--- src/rtl/spi_queue_master.sv ---
module spi_queue_master #(
  parameter int SEL_W = 4,
  parameter int DIV_W = 8
) (
  input  logic             clk,
  input  logic             rst_n,
  input  logic             wr_en,
  input  logic [6:0]       wr_addr,
  input  logic [7:0]       wr_data,
  input  logic [6:0]       rd_addr,
  output logic [7:0]       rd_data,
  output logic             busy,
  output logic             done,
  output logic             sclk,
  output logic             mosi,
  input  logic             miso,
  output logic [SEL_W-1:0] ss_n
);
  localparam int SLOTS = 16;
  localparam int BYTES = 2 * SLOTS;

  typedef enum logic [2:0] {S_IDLE, S_LOAD, S_LEAD, S_SHIFT, S_TAIL, S_DESEL} st_t;

  st_t              state;
  logic [7:0]       cmd_mem [SLOTS];
  logic [7:0]       tx_mem  [BYTES];
  logic [7:0]       rx_mem  [BYTES];
  logic             cpol, cpha, ph;
  logic [DIV_W-1:0] div, cnt;
  logic [3:0]       qs, qe, cur;
  logic [4:0]       ecnt;
  logic [15:0]      tx_sr, rx_sr;
  logic [SEL_W-1:0] ss_q;

  wire idle   = (state == S_IDLE);
  wire wr_cmd = wr_en && (wr_addr[6:4] == 3'b000);
  wire wr_tx  = wr_en && (wr_addr[6:5] == 2'b01);
  wire wr_cfg = wr_en && (wr_addr == 7'h60);
  wire wr_div = wr_en && (wr_addr == 7'h61);
  wire wr_ptr = wr_en && (wr_addr == 7'h62);
  wire wr_ctl = wr_en && (wr_addr == 7'h63);
  wire go     = wr_ctl && wr_data[0] && idle;

  wire [DIV_W-1:0] half = (div == '0) ? DIV_W'(1) : div;
  wire tick = (cnt == half - DIV_W'(1));
  wire smp  = cpha ? ecnt[0] : ~ecnt[0];
  wire shf  = cpha ? (~ecnt[0] && (ecnt != 5'd0)) : ecnt[0];

  assign busy = !idle;
  assign sclk = ph ^ cpol;
  assign mosi = tx_sr[15];
  assign ss_n = ss_q;

  always_ff @(posedge clk) begin
    if (wr_cmd && idle) cmd_mem[wr_addr[3:0]] <= wr_data;
    if (wr_tx && idle)  tx_mem[wr_addr[4:0]]  <= wr_data;
    if (state == S_TAIL && tick) begin
      rx_mem[{cur, 1'b0}] <= rx_sr[15:8];
      rx_mem[{cur, 1'b1}] <= rx_sr[7:0];
    end
  end

  always_comb begin
    rd_data = '0;
    if (rd_addr[6:4] == 3'b000)      rd_data = cmd_mem[rd_addr[3:0]];
    else if (rd_addr[6:5] == 2'b01)  rd_data = tx_mem[rd_addr[4:0]];
    else if (rd_addr[6:5] == 2'b10)  rd_data = rx_mem[rd_addr[4:0]];
    else begin
      case (rd_addr)
        7'h60:   rd_data = {6'd0, cpha, cpol};
        7'h61:   rd_data = 8'(div);
        7'h62:   rd_data = {qe, qs};
        7'h63:   rd_data = {6'd0, busy, done};
        default: rd_data = '0;
      endcase
    end
  end

  always_ff @(posedge clk or negedge rst_n) begin
    if (!rst_n) begin
      state <= S_IDLE;
      cpol  <= 1'b0;
      cpha  <= 1'b0;
      div   <= DIV_W'(1);
      qs    <= '0;
      qe    <= '0;
      cur   <= '0;
      done  <= 1'b0;
      ph    <= 1'b0;
      cnt   <= '0;
      ecnt  <= '0;
      tx_sr <= '0;
      rx_sr <= '0;
      ss_q  <= '1;
    end else begin
      if (wr_cfg && idle) {cpha, cpol} <= wr_data[1:0];
      if (wr_div && idle) div <= wr_data[DIV_W-1:0];
      if (wr_ptr && idle) begin
        qs <= wr_data[3:0];
        qe <= wr_data[7:4];
      end
      if (wr_ctl && wr_data[1]) done <= 1'b0;
      case (state)
        S_IDLE: if (go) begin
          cur   <= qs;
          done  <= 1'b0;
          state <= S_LOAD;
        end
        S_LOAD: begin
          ss_q  <= ~cmd_mem[cur][SEL_W-1:0];
          tx_sr <= {tx_mem[{cur, 1'b0}], tx_mem[{cur, 1'b1}]};
          cnt   <= '0;
          state <= S_LEAD;
        end
        S_LEAD: if (tick) begin
          cnt   <= '0;
          ecnt  <= '0;
          state <= S_SHIFT;
        end else cnt <= cnt + 1'b1;
        S_SHIFT: if (tick) begin
          cnt  <= '0;
          ph   <= ~ph;
          ecnt <= ecnt + 1'b1;
          if (smp) rx_sr <= {rx_sr[14:0], miso};
          if (shf) tx_sr <= {tx_sr[14:0], 1'b0};
          if (ecnt == 5'd31) state <= S_TAIL;
        end else cnt <= cnt + 1'b1;
        S_TAIL: if (tick) begin
          cnt <= '0;
          if (cur == qe) begin
            ss_q  <= '1;
            done  <= 1'b1;
            state <= S_IDLE;
          end else begin
            cur <= cur + 1'b1;
            if (cmd_mem[cur][SEL_W]) state <= S_LOAD;
            else begin
              ss_q  <= '1;
              state <= S_DESEL;
            end
          end
        end else cnt <= cnt + 1'b1;
        S_DESEL: if (tick) begin
          cnt   <= '0;
          state <= S_LOAD;
        end else cnt <= cnt + 1'b1;
        default: state <= S_IDLE;
      endcase
    end
  end

  assert_idle_clock_R5: assert property (@(posedge clk) disable iff (!rst_n)
    idle |-> (sclk == cpol));
  assert_idle_select_R7: assert property (@(posedge clk) disable iff (!rst_n)
    !busy |-> (ss_n == '1));
  assert_settings_frozen_R9: assert property (@(posedge clk) disable iff (!rst_n)
    (busy && wr_en) |=> ($stable(div) && $stable(qs) && $stable(qe) && $stable(cpol) && $stable(cpha)));
  assert_done_source_R8: assert property (@(posedge clk) disable iff (!rst_n)
    $rose(done) |-> ($past(state) == S_TAIL));
  assert_half_period_R6: assert property (@(posedge clk) disable iff (!rst_n)
    (state == S_SHIFT) |-> (cnt < half));
  assert_even_edges_R2: assert property (@(posedge clk) disable iff (!rst_n)
    (state == S_TAIL) |-> (ph == 1'b0));
endmodule

--- config.mk ---
export PLATFORM = sky130hd
export DESIGN_NAME = spi_queue_master
export DESIGN_NICKNAME = d
export VERILOG_FILES = /design/src/rtl/spi_queue_master.sv
export SDC_FILE = /design/constraint.sdc
export NUM_CORES = 1
export LEC_CHECK = 0
export BUFFER_PORTS_ARGS = -buffer_cell sky130_fd_sc_hd__buf_2
export CAP_MARGIN = 20
export CELL_PAD_IN_SITES_DETAIL_PLACEMENT = 0
export CELL_PAD_IN_SITES_GLOBAL_PLACEMENT = 2
export CORE_AREA = 2 2 257 259
export CTS_BUF_LIST = sky130_fd_sc_hd__clkbuf_16
export DETAILED_ROUTE_END_ITERATION = 8
export DIE_AREA = 0 0 259 261
export PLACE_DENSITY = 0.82
export REMOVE_ABC_BUFFERS = 1
export SYNTH_ARGS = -nofsm -noshare
export SYNTH_HDL_FRONTEND = slang
export SYNTH_SLANG_ARGS = --single-unit
export TNS_END_PERCENT = 50
--- constraint.sdc ---
create_clock -name clk -period 5.3 [get_ports clk]
set_clock_uncertainty 0.2 [all_clocks]
set_input_delay 1.06 -clock clk [delete_from_list [all_inputs] [get_ports clk]]
set_output_delay 1.06 -clock clk [all_outputs]
set_load 0.05 [all_outputs]
Word level (Yosys, flattened, before mapping)
Memory sizes are Yosys's and may differ from the RTL's.
Cells that the tools add are included.

cells by class
  reduce and logical (&&, ||, !) cells = 35
  bitwise gates (word level) = 4
  add/sub/neg operators = 4
  multipliers = 0
  $lt $le $gt $ge = 0
  shift operators = 0
  div/mod/pow operators = 0
  multiplexer cells = 43
  eq/ne operators = 28

operator list
  cell                                              count
  == test 7 bit, second input constant              8
  two-way mux 8 bit                                 5
  two-way mux 16 bit                                2
  case mux 16 bit (2 select lines)                  1
  case mux 8 bit (4 select lines)                   1
  two-way mux 3 bit                                 8
  two-way mux 4 bit                                 6
  case mux 3 bit (6 select lines)                   1
  logical AND 1 bit                                 16
  case mux 4 bit (2 select lines)                   2
  case mux 8 bit (2 select lines)                   1
  inequality test 2 bit, second input constant      7
  two-way mux 1 bit                                 12
  AND reduction 3 bit                               4
  two-way mux 5 bit                                 2
  case mux 5 bit (2 select lines)                   1
  nonzero test 2 bit                                5
  zero test 3 bit                                   3
  adder 8 x 1 -> 8 bit, second input constant       1
  == test 8 bit                                     1
  zero test 8 bit                                   1
  subtractor 8 x 1 -> 8 bit, second input constant  1
  == test 3 x 2 -> 1 bit, second input constant     2
  == test 3 bit, second input constant              2
  other kinds (19)                                  21

word-level totals
  bits in latches = 0
  register bits = 76
  memories kept = 3
  bits in writable memories = 640
  word-level logic and storage cells = 131
  bits in read-only memories = 0
  output and inout bits = 16
  input port bits = 26

memory list
  memory   words  width  rd ports  clocked after memory_dff  write ports  line  text
  rx_mem   32     8      1         0                         2            27    logic [7:0] rx_mem [BYTES];
  tx_mem   32     8      3         0                         1            26    logic [7:0] tx_mem [BYTES];
  cmd_mem  16     8      2         0                         1            25    logic [7:0] cmd_mem [SLOTS];

Depth between registers and ports, before layout
Gate-level depths: netlist of the first run.

  word-level depth = 7
  mapped depth = 12
  mapped depth without buffers = 9

Worst setup path after synthesis of the first run
No wires, ideal clock.

  kind = input to output
  from = input port rd_addr[1]
  to = output port rd_data[5]
  path slack = 0.670 ns
  data arrival time = 3.370 ns
  stages = 9
  cells stage by stage = buf_2 buf_2 buf_4 buf_1 mux4_2 a22oi_1 a21oi_1 nor2_1 a31oi_1

between the ends
  word-level cells in the longest chain between the ends = 5
  elaborated cells between the ends (all ways) = 11
  classes of those cells = eq/ne (4); mux (4); memory (3)

RTL lines
  item                                                                              line  text
  start, declared                                                                   10    input logic [6:0] rd_addr,
  parallel branches: the longest is 4 deep, another holds memory read (32 x 8 bit)  n/a
  two-way mux 8 bit *                                                               65    if (rd_addr[6:4] == 3'b000) rd_data = cmd_mem[rd_addr[3:0]];
  end, declared                                                                     11    output logic [7:0] rd_data,

Every way passes the cells marked *.

Final worst setup path of the first run
  from = input port rd_addr[0]
  to = output port rd_data[5]

Same word-level chain as after synthesis.

==> results, run 1 <==
- The die area is 67600 um2.
- The average instance in the mapped netlist occupies 18.7 um2.
- The total congestion overflow after global routing is 0.
- The transition time of the tightest slew-check pin is 1130 ps.
- Setup repair after global routing left no endpoint under its margin.
- The combinational share of power is 9.4%.
- The DRC marker count from the first detailed-route iteration is 2184.
- The multiplexer share of the synthesized area is 21.5%.
- The post-synthesis compound-gate area fraction is 4.14%.
- Setup violations remaining at the end of the flow were counted as 0.
- The arrival time of data at the critical path endpoint is 3660 ps.
- The post-route netlist has 32.5% of its cells at a drive strength greater than 1.
- Summing the areas of all and, or, nand and nor instances in the mapped netlist gives 4.67% of the synthesized area.
- In this run, CTS created clock tree buffers numbering 77.
- The post-synthesis cell count is 1684.
- The path class of the tightest hold or removal check is primary input to async pin.
- The area growth from synthesis to layout is 13.7%.
- The net load switching power is 0.00333 W.
- For this design the static power due to leakage is 11.6 nW.
- The start point of the critical path is rd_addr[0].
- The library cells used most frequently in the layout, excluding fill and tap cells, are sky130_fd_sc_hd__edfxtp_1, sky130_fd_sc_hd__mux4_2, sky130_fd_sc_hd__nor2_1.
- Together, buffers and inverters on the worst path number 4.
- The total placed cells including tap cells is 2572.
- The category of the critical setup timing path is primary input to primary output.
- Of the total power, the share spent switching nets is 24.9%.
- TritonCTS built the clock tree.
- After Yosys synthesis, full adders, half adders and majority gates account for 0.357% of the synthesized area.
- The multi-input combinational cells in the finished layout cover a total of 9840 um2.
- For this run, the total global-route usage over all layers was measured as 25.3%.
- The routability congestion estimate is 0.876.
- Entering global routing, the biggest net connects 63 pins.
- The initial antenna violation count came to 2.
- The pre-antenna-repair detailed-routing pass consisted of 5 iterations.
- The number of global-route vias before repair is 17712.
- The xor/xnor share of the synthesized area is 0.389%.
- The die is 259 um wide.
- Dividing the detail-routed wire length by the instance count gives 30.6 um.
- The layout filler cell count is 4972.
- For this design, the CTS-stage hold fixing added 0 buffers.
- The number of antenna diodes in the final layout is 0.
- The maximum fanout count along the critical path is 36.
- After synthesis, the largest family of logic cells by area is multiplexers.
- After clock tree synthesis, the clock-pin slew on the worst setup and hold paths is 60 ps.
- The number of ports placed on the die boundary is 42.
- The total count of hold-check failures in the final report was 0.
- The clock insertion delay at the later pin of the skew report is 620 ps.
- Static timing analysis puts the maximum clock frequency at 0.203 GHz.
- At the end of the flow, the number of nets in the layout was 1831.
- The final antenna-violating net count is 0.
- The maximum root-to-sink buffer count is 3.
- The H-tree level count is 3.
- The run finished with clean final reports.
- At the worst endpoint, the required time is 4040 ps.
- For this run, the share of the core covered by cells in the final layout is 55.1%.
- The power density over the cells is 374 nW/um2.
- Among the stages of the critical path, the cell type that occurs most often is sky130_fd_sc_hd__buf_4.
- The number of gates resized after CTS was 0.
- CTS saw 716 sinks.
- Once the clock tree was built, the setup fixing pass inserted 0 buffers.
- On the critical path the largest part of the delay comes from buffers and inverters.
- The internal power of the cells totals 0.0101 W.
- The via count is 17585.
- The critical-path cell with the highest stage delay is sky130_fd_sc_hd__mux4_2.
- The startpoint identified for the worst register-to-register timing path is div[3]$_DFFE_PN0P_.
- The library cell used most frequently in the layout, excluding fill and tap cells, is sky130_fd_sc_hd__edfxtp_1.
- The number of remaining DRC errors is 0.
- The power share of the clock group is 39.5%.
- The height of the die is 261 um.
- Row generation in the floorplan step produced 94 rows.
- Among all flip-flop cells after synthesis, the most frequent one is sky130_fd_sc_hd__edfxtp_1.
- The max-slew headroom at the worst pin is 24.6%.
- The signal on the critical path passes through buf_8, buf_4, mux4_2, a22oi_1, a21oi_1, nor2_1, a31oi_1, buf_4, buf_12.
- The share of flip-flops with an asynchronous set or reset is 10.6%.
- The kind of start point of the critical path is a primary input.
- The number of max-slew violations in the final report is 0.
- The worst-case IR drop observed on VDD is 0.245 mV.
- The combined flip-flop and latch cell area is 21100 um2.
- The wire length of the first global-routing pass is 123 mm.
- The final critical-path required period is 4920 ps.
- The initial standard-cell utilization of the core is 48.5%.
- The finished layout holds 2721 standard cells, fillers aside.
- The share of total power dissipated in sequential elements is 51.1%.
- The number of max-cap violations is 0.
- The routed design has 83.4 mm of wire.
- In this design, the stage delay of the slowest critical-path cell is 530 ps.
- The total of warnings raised by yosys is 0.
- The share of the cycle needed by the critical path after routing is 92.9%.
- The count of buffers added on input and output ports is 41.
- Detailed placement finished with a half-perimeter wire length of 55.6 mm.
- The core area is 65000 um2.
- The number of flops mapped to enable cells by yosys is 640.
- The clock root buffer master is sky130_fd_sc_hd__clkbuf_16.
- Using the TritonRoute via totals, the vias-per-cell ratio works out to 6.46.
- The fraction of the yosys area taken by sequential cells is 67.0%.
- The synthesized design contains 716 register bits.
- STA classifies the critical path endpoint as a primary output.
- The post-synthesis instance area is 31500 um2.
- The number of library cell types mapped by synthesis is 73.
per-stage QoR:
stage / cell area [um2] / power (W) / setup slack, ps / hold WS (ps) / setup TNS (ps)
3_3_place_gp: 33200 / 0.00818 / 279 / 286 / 0
6_report: 35800 / 0.0134 / 377 / 271 / 0
4_1_cts: 35800 / 0.0135 / 334 / 272 / 0
5_1_grt: 35800 / 0.0138 / 213 / 306 / 0
2_1_floorplan: 31000 / 0.00760 / -453 / 264 / -13870
3_5_place_dp: 33300 / 0.00823 / 327 / 299 / 0
cell families (layout without fill, tap and decap cells):
family	count (synthesis)	count (layout)
buffers and inverters	135	308
AOI/OAI and AO/OA	182	182
muxes	334	334
xor gates and xnor gates	14	14
and+or+nand+nor	294	294
adders and majority gates	9	9
DFF	716	716
cell usage after synthesis (4+ instances only):
| cell type | number | area share [%] |
|---|---|---|
| sky130_fd_sc_hd__nor2_1 | 96 | 1.1 |
| sky130_fd_sc_hd__buf_1 | 12 | 0.14 |
| sky130_fd_sc_hd__a21oi_1 | 27 | 0.43 |
| sky130_fd_sc_hd__inv_1 | 29 | 0.35 |
| sky130_fd_sc_hd__o22ai_1 | 8 | 0.16 |
| sky130_fd_sc_hd__or4_1 | 4 | 0.095 |
| sky130_fd_sc_hd__a22oi_1 | 28 | 0.67 |
| sky130_fd_sc_hd__o22a_1 | 17 | 0.47 |
| sky130_fd_sc_hd__nand2_1 | 54 | 0.64 |
| sky130_fd_sc_hd__edfxtp_1 | 640 | 61 |
| sky130_fd_sc_hd__clkbuf_1 | 43 | 0.51 |
| sky130_fd_sc_hd__a211oi_1 | 6 | 0.14 |
| sky130_fd_sc_hd__dfstp_2 | 5 | 0.42 |
| sky130_fd_sc_hd__nor2b_1 | 13 | 0.26 |
| sky130_fd_sc_hd__nor3_1 | 38 | 0.60 |
| sky130_fd_sc_hd__mux2i_1 | 17 | 0.54 |
| sky130_fd_sc_hd__xnor2_1 | 12 | 0.33 |
| sky130_fd_sc_hd__mux2_2 | 47 | 1.7 |
| sky130_fd_sc_hd__dfrtp_1 | 71 | 5.6 |
| sky130_fd_sc_hd__buf_4 | 5 | 0.12 |
| sky130_fd_sc_hd__o211ai_1 | 13 | 0.31 |
| sky130_fd_sc_hd__a221o_1 | 5 | 0.16 |
| sky130_fd_sc_hd__ha_1 | 9 | 0.36 |
| sky130_fd_sc_hd__a221oi_1 | 7 | 0.19 |
| sky130_fd_sc_hd__nand4_1 | 4 | 0.079 |
| sky130_fd_sc_hd__nand3_1 | 23 | 0.37 |
| sky130_fd_sc_hd__o21ai_0 | 21 | 0.33 |
| sky130_fd_sc_hd__a31oi_1 | 20 | 0.40 |
| sky130_fd_sc_hd__and3_1 | 9 | 0.18 |
| sky130_fd_sc_hd__or3_1 | 4 | 0.079 |
| sky130_fd_sc_hd__mux4_2 | 269 | 19 |
| sky130_fd_sc_hd__buf_2 | 40 | 0.64 |
| sky130_fd_sc_hd__nand2b_1 | 19 | 0.38 |
| sky130_fd_sc_hd__or2_2 | 4 | 0.079 |
| sky130_fd_sc_hd__nand3b_1 | 4 | 0.095 |
routing by layer:
layer  up-vias  routed length, um  part of all wire, %  GRT usage [%]
li1       7250                  -                    -              -
met1      9381              33600                   40           36.0
met2       816              40500                   49           40.5
met3       134               6780                  8.1           4.40
met4         4               2430                  2.9           7.68
met5         -                 33                0.040              0
sequential cells by signal (all words and copies together), names as in the netlist:
signal,count
rx_mem,256
ph,1
cpol,1
cmd_mem,128
div,8
cur,4
done,1
state,3
tx_mem,256
tx_sr,16
cpha,1
ecnt,5
cnt,8
ss_n,4
qs,4
rx_sr,16
qe,4
power groups by stage:
stage | Sequential, W | Clock (W) | Combinational, W
4_1_cts | 0.00684 | 0.00537 | 0.00127
6_report | 0.00684 | 0.00530 | 0.00126
5_1_grt | 0.00688 | 0.00558 | 0.00136
2_1_floorplan | 0.00688 | 0 | 0.000721
3_3_place_gp | 0.00694 | 0 | 0.00125
3_5_place_dp | 0.00695 | 0 | 0.00127
area by class of cell:
cell class	count	area share (%)
multi-input cells	833	27.5
repair buffers	137	3.31
clock buffers	79	5.51
flip-flops and latches	716	59.0
inverters	31	0.325
well taps	864	3.02
clock inverters	61	1.43
worst paths after layout:
check	slack [ps]	depth (start not counted)	endpoint
max	380	9	rd_data[5]
min	270	1	rx_sr[9]$_DFFE_PN0P_
max reg2reg	1190	10	rx_mem[2][7]$_DFFE_PP_
min reg2reg	300	2	ss_n[3]$_DFFE_PN1P_
max in group asynchronous	3690	2	div[0]$_DFFE_PN1P_
min in group clk	300	2	ss_n[3]$_DFFE_PN1P_
No activity file was read; power rests on OpenSTA's default activity.
==> run 2: changes to the inputs <==
--- a/config.mk
+++ b/config.mk
@@ -9,10 +9,10 @@
 export CAP_MARGIN = 20
 export CELL_PAD_IN_SITES_DETAIL_PLACEMENT = 0
 export CELL_PAD_IN_SITES_GLOBAL_PLACEMENT = 2
-export CORE_AREA = 2 2 257 259
+export CORE_AREA = 2 2 230 289
 export CTS_BUF_LIST = sky130_fd_sc_hd__clkbuf_16
 export DETAILED_ROUTE_END_ITERATION = 8
-export DIE_AREA = 0 0 259 261
+export DIE_AREA = 0 0 232 291
 export PLACE_DENSITY = 0.82
 export REMOVE_ABC_BUFFERS = 1
 export SYNTH_ARGS = -nofsm -noshare
==> constraint.sdc (replaced) <==
create_clock -name clk -period 5.3 [get_ports clk]
set_clock_uncertainty 0.2 [all_clocks]
set_input_delay 0.265 -clock clk [delete_from_list [all_inputs] [get_ports clk]]
set_output_delay 0.265 -clock clk [all_outputs]
set_load 0.05 [all_outputs]
==> results, run 2 (same netlist as run 1, synthesis figures left out) <==
- The post-DP HPWL was 53.8 mm (was 55.6 mm).
- The switching share of total power is 25.6% (was 24.9%).
- The critical-path cell with the highest stage delay is sky130_fd_sc_hd__nor2_2 (was sky130_fd_sc_hd__mux4_2).
- The post-CTS repair timing setup buffer count is 0 (unchanged).
- The kind of start point of the critical path is a flop (was primary input).
- The pin count of the biggest net entering global routing is 76 (was 63).
- The setup slack after layout is 1180 ps (was 377 ps).
- The routability congestion estimate came to 0.879 (was 0.876).
- The sequential fraction of design power came to 52.8% (was 51.1%).
- The area growth from synthesis to layout is 11.5% (was 13.7%).
- The number of max-slew violations in the final report is 0 (unchanged).
- The number of max-cap violations was 0 (unchanged).
- The final setup TNS is 0 ps (unchanged).
- The core area was 65000 um2 (about the same).
- The clock sink total is 716 (unchanged).
- The average vias per placed instance is 6.39 (was 6.46).
- The critical path data required time is 5340 ps (was 4040 ps).
- The die area is 67500 um2 (was 67600 um2).
- The internal power of the cells was 0.00972 W (was 0.0101 W).
- Most frequent cells in the layout: sky130_fd_sc_hd__edfxtp_1, sky130_fd_sc_hd__mux4_2, sky130_fd_sc_hd__nor2_1 (unchanged).
- The most repeated library cell on the critical path was sky130_fd_sc_hd__nor4_4 (was sky130_fd_sc_hd__buf_4).
- The H-tree level count is 3 (unchanged).
- The maximum fanout count along the critical path is 20 (was 36).
- The largest incremental delay on the critical path was 730 ps (was 530 ps).
- The TritonCTS clock tree is yes (unchanged).
- The maximum root-to-sink buffer count is 3 (unchanged).
- The height of the die is 291 um (was 261 um).
- The fraction of final layout cells with drive strength greater than 1 is 30.8% (was 32.5%).
- The hold slack is 4.88 ps (was 271 ps).
- The number of remaining DRC errors was 0 (unchanged).
- The static leakage came to 11.2 nW (was 11.6 nW).
- The wire length of the first global-routing pass is 119 mm (was 123 mm).
- The clock insertion delay at the later pin of the skew report was 620 ps (about the same).
- The clock root buffer master is sky130_fd_sc_hd__clkbuf_16 (unchanged).
- The number of ports placed on the die boundary came to 42 (unchanged).
- The critical path buffer and inverter count is 0 (was 4).
- The total of cells resized after clock tree synthesis was 0 (unchanged).
- The worst-case vdd ir drop is 0.235 mV (was 0.245 mV).
- Unrepaired setup endpoints after global routing: no (unchanged).
- The DRC marker count from the first detailed-route iteration is 2054 (was 2184).
- The net load switching power is 0.00335 W (was 0.00333 W).
- The total congestion overflow after global routing came to 0 (unchanged).
- The number of global-route vias before repair is 17537 (was 17712).
- The overall track demand over capacity in global routing is 24.5% (was 25.3%).
- The via count is 17018 (was 17585).
- The number of iterations in the first detailed-routing pass is 5 (unchanged).
- The endpoint class of the critical path is a flop (was primary output).
- The number of setup violations in the final report is 0 (unchanged).
- The number of nets in the finished design was 1786 (was 1831).
- The maximum achievable frequency is 0.243 GHz (was 0.203 GHz).
- The quantity of hold-fixing buffers added after cts was 3 (was 0).
- The most frequent standard cell in the layout excluding fill and tap cells was sky130_fd_sc_hd__edfxtp_1 (unchanged).
- Cell chain of the critical path: nor4_4, a21oi_1, ha_1, xor2_1, o21ai_0, nor4_4, and4_4, nand3_1, nor2_2 (was buf_8, buf_4, mux4_2, a22oi_1, a21oi_1, nor2_1, a31oi_1, buf_4, buf_12).
- The worst min-delay path class is primary input to async pin (unchanged).
- The total count of hold-check failures in the final report is 0 (unchanged).
- The final critical-path required period came to 4120 ps (was 4920 ps).
- The arrival time of data at the critical path endpoint is 4160 ps (was 3660 ps).
- The detailed-route wire length is 80.3 mm (was 83.4 mm).
- The cell family contributing the most delay on the critical path is simple AND/OR/NAND/NOR gates (was buffers and inverters).
- The number of buffers added on ports was 41 (unchanged).
- The horizontal die dimension is 232 um (was 259 um).
- The power share of the clock group came to 37.8% (was 39.5%).
- The final antenna-violating net count is 0 (unchanged).
- The combinational share of power is 9.3% (was 9.4%).
- The post-placement worst setup slack is 1200 ps (was 327 ps).
- The initial standard-cell utilization of the core is 48.5% (about the same).
- The share of the cycle needed by the critical path after routing is 77.8% (was 92.9%).
- The category of the critical setup timing path is flop to flop (was primary input to primary output).
- The initial antenna violation count is 4 (was 2).
- The power density over the cells is 372 nW/um2 (was 374 nW/um2).
- The max-slew headroom at the worst pin was 20.3% (was 24.6%).
- The routed length per instance came to 30.2 um (was 30.6 um).
- Outcome: finished, final reports clean (unchanged).
- The number of clock buffers inserted by TritonCTS came to 71 (was 77).
- The transition time of the tightest slew-check pin is 1190 ps (was 1130 ps).
- The number of rows created at floorplan is 105 (was 94).
- The clock-pin slew on the worst setup and hold paths is 70 ps (was 60 ps).
## run 2: area by class of cell
type / instances / area (um2)
flip-flops and latches: 716 / 21100
repair buffers: 98 / 707
clock buffers: 72 / 1800
fillers: 5034 / 29900
multi-input cells: 833 / 9830
well taps: 856 / 1070
diodes: 1 / 2.50
inverters: 31 / 116
clock inverters: 56 / 483
## run 2: power groups by stage
| stage | clock network [W] | registers, W | logic, W |
|---|---|---|---|
| after floorplan | 0 | 0.00688 | 0.000721 |
| after global placement | 0 | 0.00702 | 0.00121 |
| after detailed placement | 0 | 0.00704 | 0.00123 |
| after CTS | 0.00502 | 0.00692 | 0.00123 |
| after global routing | 0.00525 | 0.00694 | 0.00133 |
| final | 0.00495 | 0.00691 | 0.00122 |
## run 2: through the flow
stage               cells  power (W)  util (%)  instance area, um2
finish               2663     0.0131      54.1               35200
global route         2662     0.0135      54.0               35100
CTS                  2661     0.0132      54.0               35100
detailed placement   2530    0.00826      50.4               32800
global placement     2529    0.00823      50.4               32800
floorplan            1580    0.00760         -               31000
## run 2: worst reg2reg max path, stage by stage (launching register included)
cell and delay, ps:
sky130_fd_sc_hd__dfrtp_1 460, sky130_fd_sc_hd__nor4_4 370, sky130_fd_sc_hd__a21oi_1 200, sky130_fd_sc_hd__ha_1 330, sky130_fd_sc_hd__xor2_1 150, sky130_fd_sc_hd__o21ai_0 180, sky130_fd_sc_hd__nor4_4 380, sky130_fd_sc_hd__and4_4 480
sky130_fd_sc_hd__nand3_1 260, sky130_fd_sc_hd__nor2_2 730
## run 2: layer usage
| layer | vias up | share of wire, % | track usage, % |
|---|---|---|---|
| met2 | 774 | 51 | 40.3 |
| met4 | 8 | 3.7 | 9.76 |
| met3 | 162 | 8.1 | 5.08 |
| li1 | 7144 | - | - |
| met1 | 8930 | 38 | 31.9 |
| met5 | - | 0.056 | 0 |
## run 2: path summary, 6_finish.rpt
path	startpoint	endpoint	slack, ps	cells past startpoint
worst min register to register	ph$_DFFE_PN0P_	ph$_DFFE_PN0P_	300	1
min in group clk	wr_data[0]	cmd_mem[13][0]$_DFFE_PP_	70	2
worst max-delay path	div[3]$_DFFE_PN0P_	rx_mem[9][5]$_DFFE_PP_	1180	9
worst min-delay path	rst_n	div[3]$_DFFE_PN0P_	5	3
max in group asynchronous	rst_n	cur[1]$_DFFE_PN0P_	4270	4
worst max register to register	div[3]$_DFFE_PN0P_	rx_mem[9][5]$_DFFE_PP_	1180	9
